**config.mk**
```make
export PLATFORM = sky130hd
export DESIGN_NAME = comma_word_aligner
export DESIGN_NICKNAME = d
export VERILOG_FILES = /design/src/rtl/cwa_pkg.sv /design/src/rtl/cwa_finder.sv /design/src/rtl/cwa_shifter.sv /design/src/rtl/cwa_ctrl.sv /design/src/rtl/comma_word_aligner.sv
export SDC_FILE = /design/constraint.sdc
export NUM_CORES = 1
export LEC_CHECK = 0
export CAP_MARGIN = 20
export CELL_PAD_IN_SITES_DETAIL_PLACEMENT = 0
export CELL_PAD_IN_SITES_GLOBAL_PLACEMENT = 2
export CORE_MARGIN = 10
export CORE_UTILIZATION = 35
export CTS_BUF_LIST = sky130_fd_sc_hd__clkbuf_4 sky130_fd_sc_hd__clkbuf_8 sky130_fd_sc_hd__clkbuf_16
export DETAILED_ROUTE_END_ITERATION = 16
export GPL_TIMING_DRIVEN = 0
export PLACE_DENSITY = 0.74
export SLEW_MARGIN = 25
export SYNTH_ARGS = -nofsm -noshare
export SYNTH_HDL_FRONTEND = slang
export SYNTH_SLANG_ARGS = --single-unit
export TNS_END_PERCENT = 30
```
**constraint.sdc**
```tcl
create_clock -name clk_i -period 4.4 [get_ports clk_i]
set_input_delay 1.1 -clock clk_i [delete_from_list [all_inputs] [get_ports clk_i]]
set_output_delay 1.1 -clock clk_i [all_outputs]
set_load 0.02 [all_outputs]
```
**src/rtl/cwa_pkg.sv**
```systemverilog
package cwa_pkg;
  localparam int unsigned SYM_W = 10;
  localparam int unsigned LANES = 2;
  localparam logic [SYM_W-1:0] COMMA_K = 10'b0011111010;

  typedef enum logic {
    ST_SEARCH = 1'b0,
    ST_LOCKED = 1'b1
  } cwa_state_e;
endpackage

```
**src/rtl/cwa_finder.sv**
```systemverilog
module cwa_finder #(
  parameter int unsigned SYM_W = cwa_pkg::SYM_W,
  parameter int unsigned LANES = cwa_pkg::LANES,
  parameter logic [SYM_W-1:0] PATTERN = cwa_pkg::COMMA_K,
  localparam int unsigned DW    = SYM_W * LANES,
  localparam int unsigned WIN_W = 2 * DW,
  localparam int unsigned OFF_W = $clog2(DW)
) (
  input  logic [WIN_W-1:0] win_i,
  input  logic             wide_i,
  output logic             hit_o,
  output logic [OFF_W-1:0] off_o
);
  logic [DW-1:0] match;

  for (genvar k = 0; k < DW; k++) begin : g_cmp
    if (k < SYM_W) begin : g_any
      assign match[k] = (win_i[k +: SYM_W] == PATTERN);
    end else begin : g_wide
      assign match[k] = wide_i && (win_i[k +: SYM_W] == PATTERN);
    end
  end

  // lowest offset wins
  always_comb begin
    off_o = '0;
    for (int k = DW - 1; k >= 0; k--) begin
      if (match[k]) off_o = OFF_W'(k);
    end
  end

  assign hit_o = |match;
endmodule

```
**src/rtl/cwa_shifter.sv**
```systemverilog
module cwa_shifter #(
  parameter int unsigned SYM_W = cwa_pkg::SYM_W,
  parameter int unsigned LANES = cwa_pkg::LANES,
  localparam int unsigned DW    = SYM_W * LANES,
  localparam int unsigned WIN_W = 2 * DW,
  localparam int unsigned OFF_W = $clog2(DW)
) (
  input  logic [WIN_W-1:0] win_i,
  input  logic [OFF_W-1:0] sel_i,
  input  logic             wide_i,
  output logic [DW-1:0]    data_o
);
  logic [WIN_W-1:0] shifted;
  logic [DW-1:0]    keep;

  assign shifted = win_i >> sel_i;

  always_comb begin
    keep = '0;
    keep[SYM_W-1:0] = '1;
    if (wide_i) keep = '1;
  end

  assign data_o = shifted[DW-1:0] & keep;
endmodule

```
**src/rtl/cwa_ctrl.sv**
```systemverilog
module cwa_ctrl #(
  parameter int unsigned SYM_W = cwa_pkg::SYM_W,
  parameter int unsigned LANES = cwa_pkg::LANES,
  localparam int unsigned DW    = SYM_W * LANES,
  localparam int unsigned OFF_W = $clog2(DW)
) (
  input  logic             clk_i,
  input  logic             rst_ni,
  input  logic             manual_i,
  input  logic             realign_i,
  input  logic             hit_i,
  input  logic [OFF_W-1:0] off_i,
  input  logic             out_hit_i,
  output logic             take_o,
  output logic [OFF_W-1:0] boundary_o,
  output logic             slip_o,
  output logic             sync_o
);
  import cwa_pkg::*;

  cwa_state_e       state_q;
  logic [OFF_W-1:0] slip_cnt_q;
  logic             fell_q;
  logic             accept;

  assign take_o = (state_q == ST_SEARCH) && hit_i;
  assign slip_o = (slip_cnt_q != '0);
  // safe points for a new alignment
  assign accept = (state_q == ST_LOCKED) && realign_i && !slip_o && (sync_o || fell_q);

  always_ff @(posedge clk_i or negedge rst_ni) begin
    if (!rst_ni) begin
      state_q    <= ST_SEARCH;
      boundary_o <= '0;
      slip_cnt_q <= '0;
      fell_q     <= 1'b0;
      sync_o     <= 1'b0;
    end else begin
      fell_q <= 1'b0;
      if (slip_o) slip_cnt_q <= slip_cnt_q - 1'b1;
      if (take_o) begin
        boundary_o <= off_i;
        slip_cnt_q <= manual_i ? '0 : off_i;
        fell_q     <= (boundary_o != '0) && (off_i <= OFF_W'(1));
        state_q    <= ST_LOCKED;
      end
      if (accept) begin
        state_q <= ST_SEARCH;
        sync_o  <= 1'b0;
      end else if (out_hit_i && state_q == ST_LOCKED) begin
        sync_o <= 1'b1;
      end
    end
  end
endmodule

```
**src/rtl/comma_word_aligner.sv**
```systemverilog
module comma_word_aligner #(
  parameter int unsigned SYM_W = cwa_pkg::SYM_W,
  parameter int unsigned LANES = cwa_pkg::LANES,
  parameter logic [SYM_W-1:0] PATTERN = cwa_pkg::COMMA_K,
  localparam int unsigned DW    = SYM_W * LANES,
  localparam int unsigned WIN_W = 2 * DW,
  localparam int unsigned OFF_W = $clog2(DW)
) (
  input  logic             clk_i,
  input  logic             rst_ni,
  input  logic             wide_i,
  input  logic             manual_i,
  input  logic             realign_i,
  input  logic [DW-1:0]    data_i,
  output logic [DW-1:0]    data_o,
  output logic             sync_o,
  output logic [OFF_W-1:0] boundary_o,
  output logic             slip_o
);
  logic [DW-1:0]    cur_q, prev_q, ext_q;
  logic             ext_hit_q, out_hit_q;
  logic [WIN_W-1:0] win;
  logic             hit, take;
  logic [OFF_W-1:0] off, sel;
  logic [DW-1:0]    framed;

  always_comb begin
    win = '0;
    win[2*SYM_W-1:0] = {cur_q[SYM_W-1:0], prev_q[SYM_W-1:0]};
    if (wide_i) win = {cur_q, prev_q};
  end

  cwa_finder #(.SYM_W(SYM_W), .LANES(LANES), .PATTERN(PATTERN)) i_finder (
    .win_i  (win),
    .wide_i (wide_i),
    .hit_o  (hit),
    .off_o  (off)
  );

  assign sel = take ? off : boundary_o;

  cwa_shifter #(.SYM_W(SYM_W), .LANES(LANES)) i_shifter (
    .win_i  (win),
    .sel_i  (sel),
    .wide_i (wide_i),
    .data_o (framed)
  );

  cwa_ctrl #(.SYM_W(SYM_W), .LANES(LANES)) i_ctrl (
    .clk_i      (clk_i),
    .rst_ni     (rst_ni),
    .manual_i   (manual_i),
    .realign_i  (realign_i),
    .hit_i      (hit),
    .off_i      (off),
    .out_hit_i  (out_hit_q),
    .take_o     (take),
    .boundary_o (boundary_o),
    .slip_o     (slip_o),
    .sync_o     (sync_o)
  );

  // three register stages: capture, frame, output
  always_ff @(posedge clk_i or negedge rst_ni) begin
    if (!rst_ni) begin
      cur_q     <= '0;
      prev_q    <= '0;
      ext_q     <= '0;
      ext_hit_q <= 1'b0;
      data_o    <= '0;
      out_hit_q <= 1'b0;
    end else begin
      cur_q     <= data_i;
      prev_q    <= cur_q;
      ext_q     <= framed;
      ext_hit_q <= take;
      data_o    <= ext_q;
      out_hit_q <= ext_hit_q;
    end
  end
endmodule

```
# ---- Word-level counts from Yosys, hierarchy flattened
# Cells that the tools add are included.
# W data, S select, Z words.
dict set report word_totals {
  regBits 95
  input_bits 25
  out_inout_bits 27
}
dict set report op_classes {
  n_addsub 1
  order_cmp 1
  eq_ne 20
  shift 1
  mux 31
  n_bitwise 2
  reduce_logical 24
}
# operator n
set ops {}
lappend ops {{$eq A10 B8 Y1 const B} 20}
lappend ops {{$mux W5} 24}
lappend ops {{$mux W40} 1}
lappend ops {{$shr A40 B5 Y20} 1}
lappend ops {{$and A20 B20 Y20} 1}
lappend ops {{$mux W20} 1}
lappend ops {{$reduce_or A20 Y1} 1}
lappend ops {{$logic_and A1 B1 Y1} 16}
lappend ops {{$reduce_bool A5 Y1} 2}
lappend ops {{$reduce_bool A2 Y1} 3}
lappend ops {{$le A5 B1 Y1 const B} 1}
lappend ops {{$mux W1} 5}
lappend ops {{$sub A5 B1 Y5 const B} 1}
lappend ops {{$logic_not A1 Y1} 1}
lappend ops {{$logic_or A1 B1 Y1} 1}
lappend ops {{$not A1 Y1} 1}

# ---- Logic depth before layout (Yosys ltp)
dict set report logic_depth {
  word_depth 26
  ltp_mapped 19
  depth_no_buf 14
}

# ---- Cells and area by module
# From an unflattened synthesis, not the netlist that was laid out.
dict set report hier_totals {
  hier_cells 474
  hier_area_um2 5944.5
}
# mod instances cells_per_inst area_per_inst_um2
set modules_own_cells {}
lappend modules_own_cells {comma_word_aligner 1 120 2404.8}
lappend modules_own_cells {cwa_shifter 1 202 2299.7}
lappend modules_own_cells {cwa_ctrl 1 66 626.9}
lappend modules_own_cells {cwa_finder 1 86 613.1}

# ---- Worst setup path after synthesis
# OpenSTA, ideal clock, no wires.
dict set report synth_timing {
  path_type {input to register}
  from {input port wide_i}
  to {register ext_q[12]}
  arrival_time_ps 4348
  slack_ps -68
  path_stages 15
  n_path_buf 2
  path_cell_list {buf_6 buf_6 mux2i_1 a211o_1 nor3_1 or4_1 o211a_1 a211oi_2 a21oi_4 inv_4 mux2_1 mux2_2 mux2_2 a221oi_2 and3b_1}
}
dict set report synth_via {
  elab_chain_cells 26
  word_cells_on_any_way 56
}
# element line_no
set synth_rtl {}
lappend synth_rtl {{start, declared} comma_word_aligner.sv:11} ;# input logic wide_i,
lappend synth_rtl {{$mux W40} comma_word_aligner.sv:30} ;# if (wide_i) win = {cur_q, prev_q};
lappend synth_rtl {{$eq A10 B8 Y1} cwa_finder.sv:20} ;# assign match[k] = wide_i && (win_i[k +: SYM_W] == PATTERN);
lappend synth_rtl {{$logic_and A1 B1 Y1} cwa_finder.sv:20}
lappend synth_rtl {{$mux W5 (20 in series)} cwa_finder.sv:28} ;# if (match[k]) off_o = OFF_W'(k);
lappend synth_rtl {{$mux W5} -}
lappend synth_rtl {{$shr A40 B5 Y20} cwa_shifter.sv:16} ;# assign shifted = win_i >> sel_i;
lappend synth_rtl {{$and A20 B20 Y20 *} cwa_shifter.sv:24} ;# assign data_o = shifted[DW-1:0] & keep;
lappend synth_rtl {{via framed[12]} comma_word_aligner.sv:25} ;# logic [DW-1:0] framed;
lappend synth_rtl {{end signal, assigned} comma_word_aligner.sv:75} ;# ext_q <= framed;
lappend synth_rtl {{end, declared} comma_word_aligner.sv:20} ;# logic [DW-1:0] cur_q, prev_q, ext_q;
# Mark *: on every way through the listed nets, which the timed path passes. The rest lies on a longest branch.
# A chain may end at the register's enable or synchronous reset.

# ---- Worst setup path after layout
dict set report layout_timing {
  from {input port wide_i}
  to {register ext_q[14]}
}
# The elaborated chain is that of the path after synthesis.

==> results.yml <==
global_route:
  antenna_found_initial: 0
  grt_pass1_wl_mm: 30.1
  grt_pass1_vias: 5053
  overflow: 0
  grt_max_degree: 52
  grt_util_all_layers_pct: 17.5
logic_synthesis:
  synthFlopType: "dfrtp_1"
  synth_nets: 584
  synth_edf_count: 0
  synth_area_per_cell_um2: 10.3
  synthesis.area_mm2: 0.00576
  yosys_warnings: 0
  async_flop_share_pct: 100
  yosysUniqueCellTypes: 80
  ys_seq_elements: 95
  yosysSeqAreaShare_pct: 41.3
  syn_inst: 557
critical_path:
  r2r_cells: 16
  cp.arrival_ns: 4.55
  r2r_slack_ns: 0.25
  worstSetupEndpointType: "flop"
  worstReg2RegEnd: "ext_q[14]"
  cp_slowest_cell: "or4_4"
  crit_end: "ext_q[14]"
  critPathTopFamily: "multiplexers"
  required_ns: 4.59
  crit_start: "wide_i"
  worstPathMaxFanout: 10
  path_depth: 16
  worst-path-buf-inv: 4
  path_class: "input port to flop"
  slowest_delay_ns: 0.52
  worst_setup_path_start_kind: "input port"
  r2r_start: "cur_q[4]"
  crit_chain: "buf_6 -> mux2_4 -> or4_4 -> a21oi_4 -> nor4b_2 -> and3_4 -> buf_4 -> a211oi_4 -> a21oi_4 -> inv_4 -> buf_6 -> mux2i_1 -> mux2i_2 -> mux2_2 -> a31oi_1 -> a211oi_2"
placement:
  hpwl_mm: 14.7
  pre_cts_slack_ns: -0.853
  placedCellCount: 824
  dpl_cell_area_mm2: 0.00657
  portBuffers: 50
  place.gp.congestion: 0.909
die:
  initial_core_util_pct: 36.0
  die_x_um: 148
  core_area_mm2: 0.0160
  die_h_um: 148
  num_io_pins: 52
  num_rows: 46
  die_area_mm2: 0.0220
sta:
  finalClockSkew_ns: 0.00719
  slew_headroom_pct: 52.8
  hold_violations: 0
  finalSetupViolCount: 0
  fin_crit_sh_pct: 99.1
  worst_slack_ns: 0.0418
  max_freq_ghz: 0.229
  hold_ws_ns: 0.349
  period_minus_slack_ns: 4.36
  tightest_slew_ns: 0.708
  maxSlewViolCount: 0
  rsz0062_at_grt: "true"
pwr:
  peakVddDrop_uv: 217
  switching_share_pct: 34.8
  leakagePower_nw: 3.02
  switchingPower_mw: 1.07
  seq_power_share_pct: 36.1
  power.density_mw_per_mm2: 403
  finalPower_mw: 3.06
  internal_power_mw: 2.00
  pwr-share-clk_pct: 26.7
  p_comb_share_pct: 37.2
clocking:
  cts_max_level: 3
  root_buffer: "clkbuf_16"
  cts_buffers: 9
  clockBufferDepth: 2
  clkSlewWorstSetupHoldPaths_ns: 0.07
  cts_tree: "yes"
  cts.sinks: 95
  insertion_delay_ns: 0.35
  postCtsHoldBufs: 0
finish:
  drive_gt1_share_pct: 26.5
  fin_cells: 857
  fin_nets: 663
  area_growth_pct: 32.0
  antenna_cells: 0
  stdcell_area_mm2: 0.00760
detailed_routing:
  ant_nets: 0
  drc_errors: 0
  vias: 5052
  first_iter_violations: 529
  via_per_inst: 5.89
  drt-total-wl_mm: 19.5
  firstDrtPassIters: 5
  post_drt_wl_per_cell_um: 22.7
run:
  drv_cap: 0
outcome:
  status: "completed"
worst_hold_path:
  hp-class: "flop to flop"
-- through the flow --
| stage | util [%] | setup TNS, ns |
|---|---|---|
| global placement | 40.9 | -117.65 |
| finish | 47.5 | 0 |
| floorplan | - | 0 |
| CTS | 44.7 | -0.0563 |
| detailed placement | 41.1 | -14.28 |
| global route | 47.5 | -0.0774 |
-- cell families after synthesis --
logic type,count (synthesis),synth area share [%]
AND/OR/NAND/NOR,166,16.6
AO/OA/AOI/OAI,126,16.5
multiplexers,112,20.2
flip-flops,95,41.3
buffers and inverters,53,4.47
XOR/XNOR,3,0.456
adder cells (fa/ha/maj),2,0.434
-- placed cells by master (no fill, tap or decap), drive strengths merged, types with 5 or more instances in the layout --
cell           netlist  layout
mux2i               82      82
nor2b                7       7
nor3                13      13
nor2                32      32
o31ai                5       5
nor4                 7       7
clkbuf              22      28
o211ai               9       9
and3                 5       5
o21ai               15      15
inv                 13      16
nand4b               6       6
o21a                 5       5
and2                 6       6
mux2                30      30
a22oi                6       6
nand2               27      27
or4                  5       5
nand3b               7       7
clkdlybuf4s50        0      49
dfrtp               95      95
nand4               10      10
a221oi               5       5
nand3               12      12
a211oi               5       5
buf                 17      39
a21oi               18      18
o22ai                8       8
and4b                5       5
-- power groups by stage --
stage / Sequential, mW / Clock, mW / Combinational (mW)
after global routing: 1.12 / 0.884 / 1.22
after CTS: 1.10 / 0.843 / 1.02
after global placement: 1.11 / 0 / 0.970
after detailed placement: 1.12 / 0 / 0.969
after floorplan: 1.16 / 0 / 0.560
final: 1.10 / 0.818 / 1.14
-- cell type report --
cell class                 instances  area [µm²]
fill                            1560        8400
multi-input combinational        409        3610
sequential                        95        2380
timing repair buffer              71         704
tap                              216         270
buffer                            36         268
clock buffer                       9         225
clock inverter                     7        87.6
inverter                          14        58.8
-- state kept, by name (all words and copies together), names as in the netlist --
signal,cells
data_o,20
i_ctrl.state_q,1
i_ctrl.slip_cnt_q,5
ext_q,20
i_ctrl.fell_q,1
out_hit_q,1
cur_q,20
i_ctrl.sync_o,1
i_ctrl.boundary_o,5
ext_hit_q,1
prev_q,20
-- worst min-delay path by stage --
stage	slack, ns	cells past startpoint	to	start
global route	0.35	0	data_o[14]	ext_q[14]
floorplan	0.33	0	data_o[0]	ext_q[0]
finish	0.35	0	data_o[14]	ext_q[14]
CTS	0.35	0	data_o[14]	ext_q[14]
global placement	0.33	0	data_o[2]	ext_q[2]
detailed placement	0.33	0	data_o[3]	ext_q[3]
-- what timing repair did --
item | CTS | global route
buffers inserted | 6 | 14
gates resized for setup | 47 | 74
endpoints found under the setup margin | 20 | 20
pin swaps | 5 | 14
-- Yosys cell counts, drive strengths merged, types with 5 or more instances --
| cell | instances | share of area, % |
|---|---|---|
| nor3 | 13 | 1.1 |
| a221oi | 5 | 0.87 |
| nand4b | 6 | 0.91 |
| nor2b | 7 | 0.76 |
| nor4 | 7 | 0.76 |
| o22ai | 8 | 0.87 |
| nand3b | 7 | 0.91 |
| a211oi | 5 | 0.74 |
| nand4 | 10 | 1.1 |
| clkbuf | 22 | 1.4 |
| or4 | 5 | 0.72 |
| nand2 | 27 | 1.8 |
| o21ai | 15 | 1.3 |
| inv | 13 | 0.89 |
| and4b | 5 | 0.87 |
| o211ai | 9 | 1.2 |
| mux2i | 82 | 14 |
| nand3 | 12 | 1.0 |
| o31ai | 5 | 0.65 |
| a22oi | 6 | 0.78 |
| and2 | 6 | 0.65 |
| a21oi | 18 | 1.8 |
| nor2 | 32 | 2.1 |
| o21a | 5 | 0.65 |
| mux2 | 30 | 6.0 |
| buf | 17 | 2.1 |
| and3 | 5 | 0.63 |
| dfrtp | 95 | 41 |
-- per-layer routing --
layer,GRT usage (%),wire length (µm),up-vias,share of wire [%]
li1,-,-,2292,-
met1,24.3,9050,2529,46
met2,27.0,9020,208,46
met3,3.67,1230,23,6.3
met4,4.21,199,0,1.0
met5,0,0,-,0
No activity file was read; power rests on OpenSTA's default activity.
